$ cat src/rtl/ist_pkg.sv
package ist_pkg;
  localparam int PRIO_W = 8;
  typedef logic [PRIO_W-1:0] prio_t;
  localparam prio_t PRIO_OFF = '1;
endpackage

$ cat src/rtl/ist_src_cell.sv
// State and replay rules for one interrupt source.
module ist_src_cell
  import ist_pkg::*;
#(
  parameter bit IS_LEVEL = 1'b0,
  parameter int SRV_W    = 4
) (
  input  logic             clk,
  input  logic             rst,
  input  logic             src,
  input  logic             cfg_hit,
  input  logic [SRV_W-1:0] cfg_server,
  input  prio_t            cfg_prio,
  input  logic             rej_hit,
  input  logic             eoi_hit,
  input  logic             resend,
  input  logic             grant,
  output logic             queued,
  output prio_t            prio,
  output logic [SRV_W-1:0] server
);
  logic  mpend_q, rej_q, asrt_q, sent_q, queued_q;
  logic  mp_n, rj_n, as_n, st_n, q_n;
  prio_t prio_q, prio_eff;
  logic [SRV_W-1:0] srv_q;
  logic  masked;

  assign prio_eff = cfg_hit ? cfg_prio : prio_q;
  assign masked   = (prio_eff == PRIO_OFF);

  always_comb begin
    mp_n = mpend_q;
    rj_n = rej_q;
    as_n = asrt_q;
    st_n = sent_q;
    q_n  = queued_q & ~grant;
    if (IS_LEVEL) begin
      as_n = src;
      if (rej_hit || eoi_hit) st_n = 1'b0;
      if (cfg_hit && masked && q_n) begin
        q_n  = 1'b0;
        st_n = 1'b0;
      end
      if ((as_n != asrt_q || cfg_hit || resend) && as_n && !masked && !st_n) begin
        q_n  = 1'b1;
        st_n = 1'b1;
      end
    end else begin
      if (rej_hit) rj_n = 1'b1;
      if (resend && rj_n) begin
        rj_n = 1'b0;
        if (!masked) q_n = 1'b1;
      end
      if (src) begin
        if (masked) mp_n = 1'b1;
        else        q_n  = 1'b1;
      end
      if (cfg_hit) begin
        if (masked && q_n) begin
          q_n  = 1'b0;
          mp_n = 1'b1;
        end else if (!masked && mp_n) begin
          mp_n = 1'b0;
          q_n  = 1'b1;
        end
      end
    end
  end

  always_ff @(posedge clk) begin
    if (rst) begin
      mpend_q  <= 1'b0;
      rej_q    <= 1'b0;
      asrt_q   <= 1'b0;
      sent_q   <= 1'b0;
      queued_q <= 1'b0;
      prio_q   <= PRIO_OFF;
      srv_q    <= '0;
    end else begin
      mpend_q  <= mp_n;
      rej_q    <= rj_n;
      asrt_q   <= as_n;
      sent_q   <= st_n;
      queued_q <= q_n;
      prio_q   <= prio_eff;
      if (cfg_hit) srv_q <= cfg_server;
    end
  end

  assign queued = queued_q;
  assign prio   = prio_q;
  assign server = srv_q;
endmodule

$ cat src/rtl/ist_pick_low.sv
// Fixed-priority pick of the lowest set request bit.
module ist_pick_low #(
  parameter int N     = 8,
  parameter int IDX_W = $clog2(N)
) (
  input  logic [N-1:0]     req,
  output logic [N-1:0]     gnt,
  output logic [IDX_W-1:0] idx
);
  always_comb begin
    gnt = '0;
    idx = '0;
    for (int i = N - 1; i >= 0; i--) begin
      if (req[i]) begin
        gnt    = '0;
        gnt[i] = 1'b1;
        idx    = IDX_W'(i);
      end
    end
  end
endmodule

$ cat src/rtl/ist_source_ctrl.sv
module ist_source_ctrl
  import ist_pkg::*;
#(
  parameter int             NSRC       = 8,
  parameter int             SRV_W      = 4,
  parameter int             NUM_W      = 16,
  parameter int             BASE       = 'h1000,
  parameter logic [NSRC-1:0] LEVEL_MASK = 8'hF0,
  localparam int            IDX_W      = $clog2(NSRC)
) (
  input  logic             clk,
  input  logic             rst,
  input  logic [NSRC-1:0]  src_in,
  input  logic             cfg_we,
  input  logic [IDX_W-1:0] cfg_idx,
  input  logic [SRV_W-1:0] cfg_server,
  input  logic [7:0]       cfg_prio,
  input  logic             rej_valid,
  input  logic [NUM_W-1:0] rej_num,
  input  logic             eoi_valid,
  input  logic [NUM_W-1:0] eoi_num,
  input  logic             resend,
  output logic             req_valid,
  output logic [SRV_W-1:0] req_server,
  output logic [NUM_W-1:0] req_num,
  output logic [7:0]       req_prio
);
  localparam logic [NUM_W-1:0] BASE_N = NUM_W'(BASE);
  localparam logic [NUM_W-1:0] LAST_N = NUM_W'(BASE + NSRC - 1);

  logic             rej_ok, eoi_ok, cfg_ok;
  logic [NUM_W-1:0] rej_off, eoi_off;
  logic [IDX_W-1:0] rej_idx, eoi_idx, pick_idx;
  logic [NSRC-1:0]  queued, grant;
  prio_t            prio_a [NSRC];
  logic [SRV_W-1:0] srv_a  [NSRC];

  assign rej_ok  = rej_valid && (rej_num >= BASE_N) && (rej_num <= LAST_N);
  assign eoi_ok  = eoi_valid && (eoi_num >= BASE_N) && (eoi_num <= LAST_N);
  assign rej_off = rej_num - BASE_N;
  assign eoi_off = eoi_num - BASE_N;
  assign rej_idx = rej_off[IDX_W-1:0];
  assign eoi_idx = eoi_off[IDX_W-1:0];
  assign cfg_ok  = cfg_we && (32'(cfg_idx) < NSRC);

  for (genvar g = 0; g < NSRC; g++) begin : g_src
    ist_src_cell #(
      .IS_LEVEL (LEVEL_MASK[g]),
      .SRV_W    (SRV_W)
    ) u_cell (
      .clk        (clk),
      .rst        (rst),
      .src        (src_in[g]),
      .cfg_hit    (cfg_ok && cfg_idx == IDX_W'(g)),
      .cfg_server (cfg_server),
      .cfg_prio   (cfg_prio),
      .rej_hit    (rej_ok && rej_idx == IDX_W'(g)),
      .eoi_hit    (eoi_ok && eoi_idx == IDX_W'(g)),
      .resend     (resend),
      .grant      (grant[g]),
      .queued     (queued[g]),
      .prio       (prio_a[g]),
      .server     (srv_a[g])
    );
  end

  ist_pick_low #(.N(NSRC), .IDX_W(IDX_W)) u_pick (
    .req (queued),
    .gnt (grant),
    .idx (pick_idx)
  );

  always_ff @(posedge clk) begin
    if (rst) begin
      req_valid  <= 1'b0;
      req_server <= '0;
      req_num    <= '0;
      req_prio   <= PRIO_OFF;
    end else begin
      req_valid  <= |queued;
      req_server <= srv_a[pick_idx];
      req_num    <= BASE_N + NUM_W'(pick_idx);
      req_prio   <= prio_a[pick_idx];
    end
  end
endmodule

$ cat config.mk
export PLATFORM = sky130hd
export DESIGN_NAME = ist_source_ctrl
export DESIGN_NICKNAME = d
export VERILOG_FILES = /design/src/rtl/ist_pkg.sv /design/src/rtl/ist_src_cell.sv /design/src/rtl/ist_pick_low.sv /design/src/rtl/ist_source_ctrl.sv
export SDC_FILE = /design/constraint.sdc
export NUM_CORES = 1
export LEC_CHECK = 0
export ABC_AREA = 1
export BUFFER_PORTS_ARGS = -buffer_cell sky130_fd_sc_hd__buf_4
export CAP_MARGIN = 20
export CORE_ASPECT_RATIO = 1.2
export CORE_MARGIN = 3
export CORE_UTILIZATION = 40
export CTS_BUF_LIST = sky130_fd_sc_hd__clkbuf_8 sky130_fd_sc_hd__clkbuf_16
export DETAILED_ROUTE_END_ITERATION = 8
export MAX_ROUTING_LAYER = met4
export PLACE_DENSITY = 0.68
export RECOVER_POWER = 50
export SLEW_MARGIN = 15
export SYNTH_ARGS = -nofsm -noshare
export SYNTH_HDL_FRONTEND = slang
export SYNTH_HIERARCHICAL = 1
export SYNTH_SLANG_ARGS = --single-unit
$ cat constraint.sdc
create_clock -name clk -period 5.02 [get_ports clk]
set_clock_uncertainty 0.15 [all_clocks]
set_input_delay 0 -clock clk [delete_from_list [all_inputs] [get_ports clk]]
set_output_delay 0 -clock clk [all_outputs]
set_load 0.1 [all_outputs]
* After elaboration in Yosys (flattened, before gate mapping)
Index checks and enable logic that the tools add are counted.
** Word-level totals
- Register bits after elaboration :: 149
- Input port bits :: 61
- Output and inout bits :: 29
- Logic and storage cells :: 288
** Operators by class
- Add/subtract/negate cells :: 3
- $lt $le $gt $ge :: 5
- Equality and inequality tests :: 30
- Multiplexer cells :: 102
- Bitwise operators :: 17
- Reduce and logical (&&, ||, !) cells :: 87
** Operators with widths (number)
- 2-to-1 mux 8 bit :: 18
- 2-to-1 mux 1 bit :: 72
- == test 8 bit (second input constant) :: 8
- logical AND 1 bit :: 56
- == test 3 bit (second input constant) :: 12
- greater-or-equal comparator 16 x 13 -> 1 bit (second input constant) :: 2
- <= comparator 16 x 13 -> 1 bit (second input constant) :: 2
- binary-select mux 8 bit (select 3 bit) :: 1
- 2-to-1 mux 3 bit :: 8
- adder 13 x 3 -> 14 bit (first input constant) :: 1
- binary-select mux 4 bit (select 3 bit) :: 1
- == test 3 x 2 -> 1 bit (second input constant) :: 4
- logical NOT 1 bit :: 12
- logical OR 1 bit :: 12
- AND 1 bit :: 8
- 2-to-1 mux 4 bit :: 2
- inverter 1 bit :: 8
- OR reduction 2 bit :: 4
- OR reduction 8 bit :: 1
- == test 3 x 1 -> 1 bit (second input constant) :: 2
- logical NOT 3 bit :: 2
- subtractor 3 x 1 -> 3 bit (second input constant) :: 2
- greater-or-equal comparator 4 bit (second input constant) :: 1
- != test 1 bit :: 4
- inverter 3 -> 4 bit :: 1

* Depth between registers and ports, before layout
- Depth in word-level cells :: 17
- Mapped depth :: 14
- Mapped depth without buffers :: 12

* Cells and area by module
The synthesis kept the hierarchy.
** By module, submodules not included
- ist_src_cell (g_src[4].u_cell ...) :: times used 4, cells an instance 87, area an instance 649.4 um^2, seq. area each 300.3 um^2
- ist_src_cell (g_src[0].u_cell ...) :: times used 4, cells an instance 88, area an instance 635.6 um^2, seq. area each 300.3 um^2
- ist_source_ctrl :: times used 1, cells an instance 352, area an instance 1765.4 um^2, seq. area each 340.3 um^2
- ist_pick_low :: times used 1, cells an instance 33, area an instance 156.4 um^2, seq. area each 0.0 um^2

* Worst setup path after synthesis
OpenSTA, ideal clock, no wires.
- Path kind :: reg2reg
- Start :: register g_src[6].u_cell.queued_q
- End :: register req_prio[5]
- Setup time :: 0.109 ns
- Data arrival time :: 1.393 ns
- Required time :: 4.761 ns
- Path slack :: 3.369 ns
- Cell stages (with the launch flop) :: 15
- Path buffers :: 2
- Clock period less this slack :: 1.651 ns
- Path through :: dfxtp_1 inv_2 nand2_1 nand2_1 nand2_1 a21oi_1 inv_2 buf_4 buf_6 nand2_1 nand3_1 nand2_1 nand2_1 nand2_1 inv_1
** On the way
- Cells in the longest elaborated chain, start to end :: 11
** Ends and longest elaborated chain
- start: declaration :: RTL line ist_src_cell.sv:22 : logic mpend_q, rej_q, asrt_q, sent_q, queued_q;
- start signal: assignment :: RTL line ist_src_cell.sv:84 : queued_q <= q_n;
- 2-to-1 mux 3 bit (7 in a row) :: RTL line ist_pick_low.sv:14 : if (req[i]) begin
- via pick_idx[0] :: RTL line ist_source_ctrl.sv:33 : logic [IDX_W-1:0] rej_idx, eoi_idx, pick_idx;
- inverter 3 -> 4 bit (not written as such) :: RTL line ist_source_ctrl.sv:83 : req_prio <= prio_a[pick_idx];
- binary-select mux 8 bit (select 3 bit) :: RTL line ist_source_ctrl.sv:83
- 2-to-1 mux 8 bit (not written as such) (2 in a row) :: RTL line ist_source_ctrl.sv:83
- end signal: assignment :: RTL line ist_source_ctrl.sv:83
- end: declaration :: RTL line ist_source_ctrl.sv:26 : output logic [7:0] req_prio
The timed path passes the listed nets, and every way through them passes these cells. The select of a mux whose other input is x is not followed.
A chain may end at the register's enable or synchronous reset.

* Worst setup path in the final report
- Start :: input port rej_num[0]
- End :: register g_src[2].u_cell.rej_q
** On the way
- Cells in the longest elaborated chain, start to end :: 7
- Elaborated cells on any way between the ends :: 10
- Classes of those cells :: add/sub (1); order compare (2); eq/ne (1); mux (1); reduce/logical (5)
** Ends and longest elaborated chain
- start: declaration :: RTL line ist_source_ctrl.sv:19 : input logic [NUM_W-1:0] rej_num,
- greater-or-equal comparator 16 x 13 -> 1 bit :: RTL line ist_source_ctrl.sv:38 : assign rej_ok = rej_valid && (rej_num >= BASE_N) && (rej_num <= LAST_N);
- logical AND 1 bit (2 in a row) :: RTL line ist_source_ctrl.sv:38
- logical AND 1 bit * :: RTL line ist_source_ctrl.sv:57 : .rej_hit (rej_ok && rej_idx == IDX_W'(g)),
- 2-to-1 mux 1 bit * :: RTL line ist_src_cell.sv:49 : if (rej_hit) rj_n = 1'b1;
- logical AND 1 bit :: RTL line ist_src_cell.sv:50 : if (resend && rj_n) begin
- OR reduction 2 bit (no source line)
- end signal: assignment :: RTL line ist_src_cell.sv:81 : rej_q <= rj_n;
- end: declaration :: RTL line ist_src_cell.sv:22
Mark *: on every way between the ends. The rest lies on a longest branch, timed or not.

==> results.py <==
metrics = {
    "outcome": {
        "status": "finished, violations left",
        "violations": "capacitance limit, slew limit",
    },
    "die": {
        "rows": 52,
        "die-height_um": 151.3,
        "io_pins": 90,
        "die-area_um2": 19230,
        "die-width_um": 127.1,
        "core_um2": 17050,
        "start_util_pct": 41.29,
    },
    "timing": {
        "period_needed_ps": 2620,
        "setup_viol": 0,
        "hold_violations": 0,
        "worst_pin_slew_ps": 1659,
        "relSlewSlack_pct": -10.60,
        "tns_ps": 0,
        "post-route-period-util_pct": 52.19,
        "slew_viol_final": 34,
        "rsz0062_at_grt": "false",
        "hold_slack_ps": 27.30,
        "fmax_mhz": 381.7,
    },
    "final_layout": {
        "drive_above_1_share_pct": 16.15,
        "seq_area_um2": 2743,
        "multi_input_area_um2": 3681,
        "fin_nets": 1239,
        "diodes": 0,
        "syn_to_final_growth_pct": 19.96,
        "fillers": 1749,
    },
    "global_routing": {
        "grt_pass1_vias": 6688,
        "antenna_found_initial": 0,
        "use_met3_pct": 4.409,
        "grt_pass1_wl_um": 32080,
        "grt_max_degree": 50,
        "busiest_layer": "met2",
        "grt_util_met2_pct": 36.68,
        "grt_usage_pct": 21.62,
        "grt_use_met1_pct": 25.83,
        "grt_overflow": 0,
    },
    "logic_synthesis": {
        "synthesis.area_um2": 7038,
        "avgSynthCellArea_um2": 6.523,
        "netlist_instances": 1079,
        "ys.warnings.count": 6,
    },
    "route": {
        "dr.pass1.iters": 6,
        "num_vias": 6902,
        "wl_per_cell_um": 13.91,
        "drc": 0,
        "drt_iter0_drc": 497,
        "wirelength_um": 19540,
        "ant_nets": 0,
        "vias_per_cell": 4.912,
    },
    "critical_path": {
        "r2r-end": "req_server[3]$_SDFF_PP0_",
        "worstSetupPathType": "input port to flop",
        "crit_chain": "dlygate4sd3_1, buf_4, inv_1, nand2_1, dlygate4sd3_1, nor2_1, dlygate4sd3_1, nor2_1, nor3_1, dlygate4sd3_1",
        "worstPathArrival_ps": 2770,
        "endpoint_kind": "flop",
        "cp_slowest_stage_delay_ps": 620,
        "rrSetupSlack_ps": 2490,
        "cp-start-kind": "input port",
        "crit_required_ps": 5170,
        "r2r_cells": 11,
        "r2r_start": "g_src[2].u_cell/queued$_SDFF_PP0_",
        "worstPathMaxFanout": 3,
        "slowest_stage": "dlygate4sd3_1",
        "crit_top_cell": "dlygate4sd3_1",
    },
    "place": {
        "port-buffer-count": 77,
        "place_hpwl_um": 14000,
        "gp_congestion": 0.8732,
    },
    "min_path": {
        "worstHoldStart": "eoi_num[2]",
        "min_path_type": "input port to flop",
        "min_path_cells": 6,
        "min_delay_worst_endpoint": "g_src[5].u_cell/sent_q$_SDFF_PP0_",
    },
    "clock_network": {
        "holdBufCountCts": 36,
        "cts-htree-levels": 4,
        "ctsRootBufferMaster": "clkbuf_16",
        "path_clk_slew_ps": 60,
        "cts_buffer_depth": 2,
        "ctsResizeCount": 0,
        "cts_tree": "yes",
        "clkLatencyLatePin_ps": 420,
        "clkSinkCount": 137,
        "numCtsBuffers": 17,
        "post_cts_buffers": 0,
    },
    "job": {
        "drv_cap": 1,
    },
    "power_and_ir_drop": {
        "ir_worst_vdd_v": 0.0001985,
        "p_leak_uw": 0.004229,
        "p_total_uw": 3278,
        "power_density_nw_per_um2": 388.3,
    },
}
## placed cells by master, fill, tap and decap left out, types with 9 or more instances in the layout
cell type	instances
a21oi_1	14
a21oi_2	9
buf_4	69
clkbuf_1	18
clkbuf_16	17
conb_1	12
dfxtp_1	137
dlygate4sd3_1	36
inv_1	65
inv_2	11
nand2_1	382
nand2_2	48
nand3_1	104
nor2_1	145
nor2_2	16
nor3_1	9
o21ai_0	24
o21ai_1	36
## worst max-delay path by stage
stage | to | from | cells past startpoint | slack [ps]
6_report | g_src[2].u_cell/rej_q$_SDFF_PP0_ | rej_num[0] | 10 | 2400
2_1_floorplan | req_prio[5]$_SDFF_PP1_ | g_src[6].u_cell/queued$_SDFF_PP0_ | 14 | 3370
5_1_grt | req_server[1]$_SDFF_PP0_ | g_src[2].u_cell/queued$_SDFF_PP0_ | 11 | 2190
4_1_cts | req_server[3]$_SDFF_PP0_ | g_src[2].u_cell/queued$_SDFF_PP0_ | 11 | 2500
3_5_place_dp | req_server[3]$_SDFF_PP0_ | g_src[2].u_cell/queued$_SDFF_PP0_ | 11 | 2510
3_3_place_gp | req_server[0]$_SDFF_PP0_ | g_src[2].u_cell/queued$_SDFF_PP0_ | 11 | 2590
## registers in the layout, indices dropped and copies added, names as in the netlist, 4 cells and up
register	count
g_src.u_cell/sent_q	4
req_num	4
g_src.u_cell/queued	8
g_src.u_cell/mpend_q	4
g_src.u_cell/rej_q	4
req_prio	8
req_server	4
g_src.u_cell/prio	64
g_src.u_cell/server	32
g_src.u_cell/asrt_q	4
## power by group
group,internal (uW),switching [uW]
registers,1160,50.0
logic,244,687
clock network,693,440
## per-layer routing
layer | up-vias | part of all wire, %
li1 | 3556 | -
met3 | 31 | 5.1
met1 | 3122 | 44
met2 | 193 | 49
met5 | - | 0
met4 | 0 | 2.1
## worst max-delay path: cells and delay by family
kind          cells  cell delay [ps]
buf+inv           6             2440
simple gates      4              330
## through the flow
stage	std cells	setup WS (ps)	util (%)	instance area [um^2]
after floorplan	1090	3369	-	7079
after global placement	1339	2588	44.66	7614
after detailed placement	1339	2513	44.66	7614
after CTS	1405	2500	49.93	8511
after global routing	1405	2186	49.53	8443
final	1405	2400	49.53	8443
## final cells by class
class	count	area share [%]
Tap cell	216	3.201
Inverter	71	3.156
Timing Repair Buffer	123	11.20
Multi-Input combinational cell	828	43.60
Clock buffer	23	6.017
Sequential cell	137	32.48
Clock inverter	7	0.3408
Power figures use the tool's default switching activity.
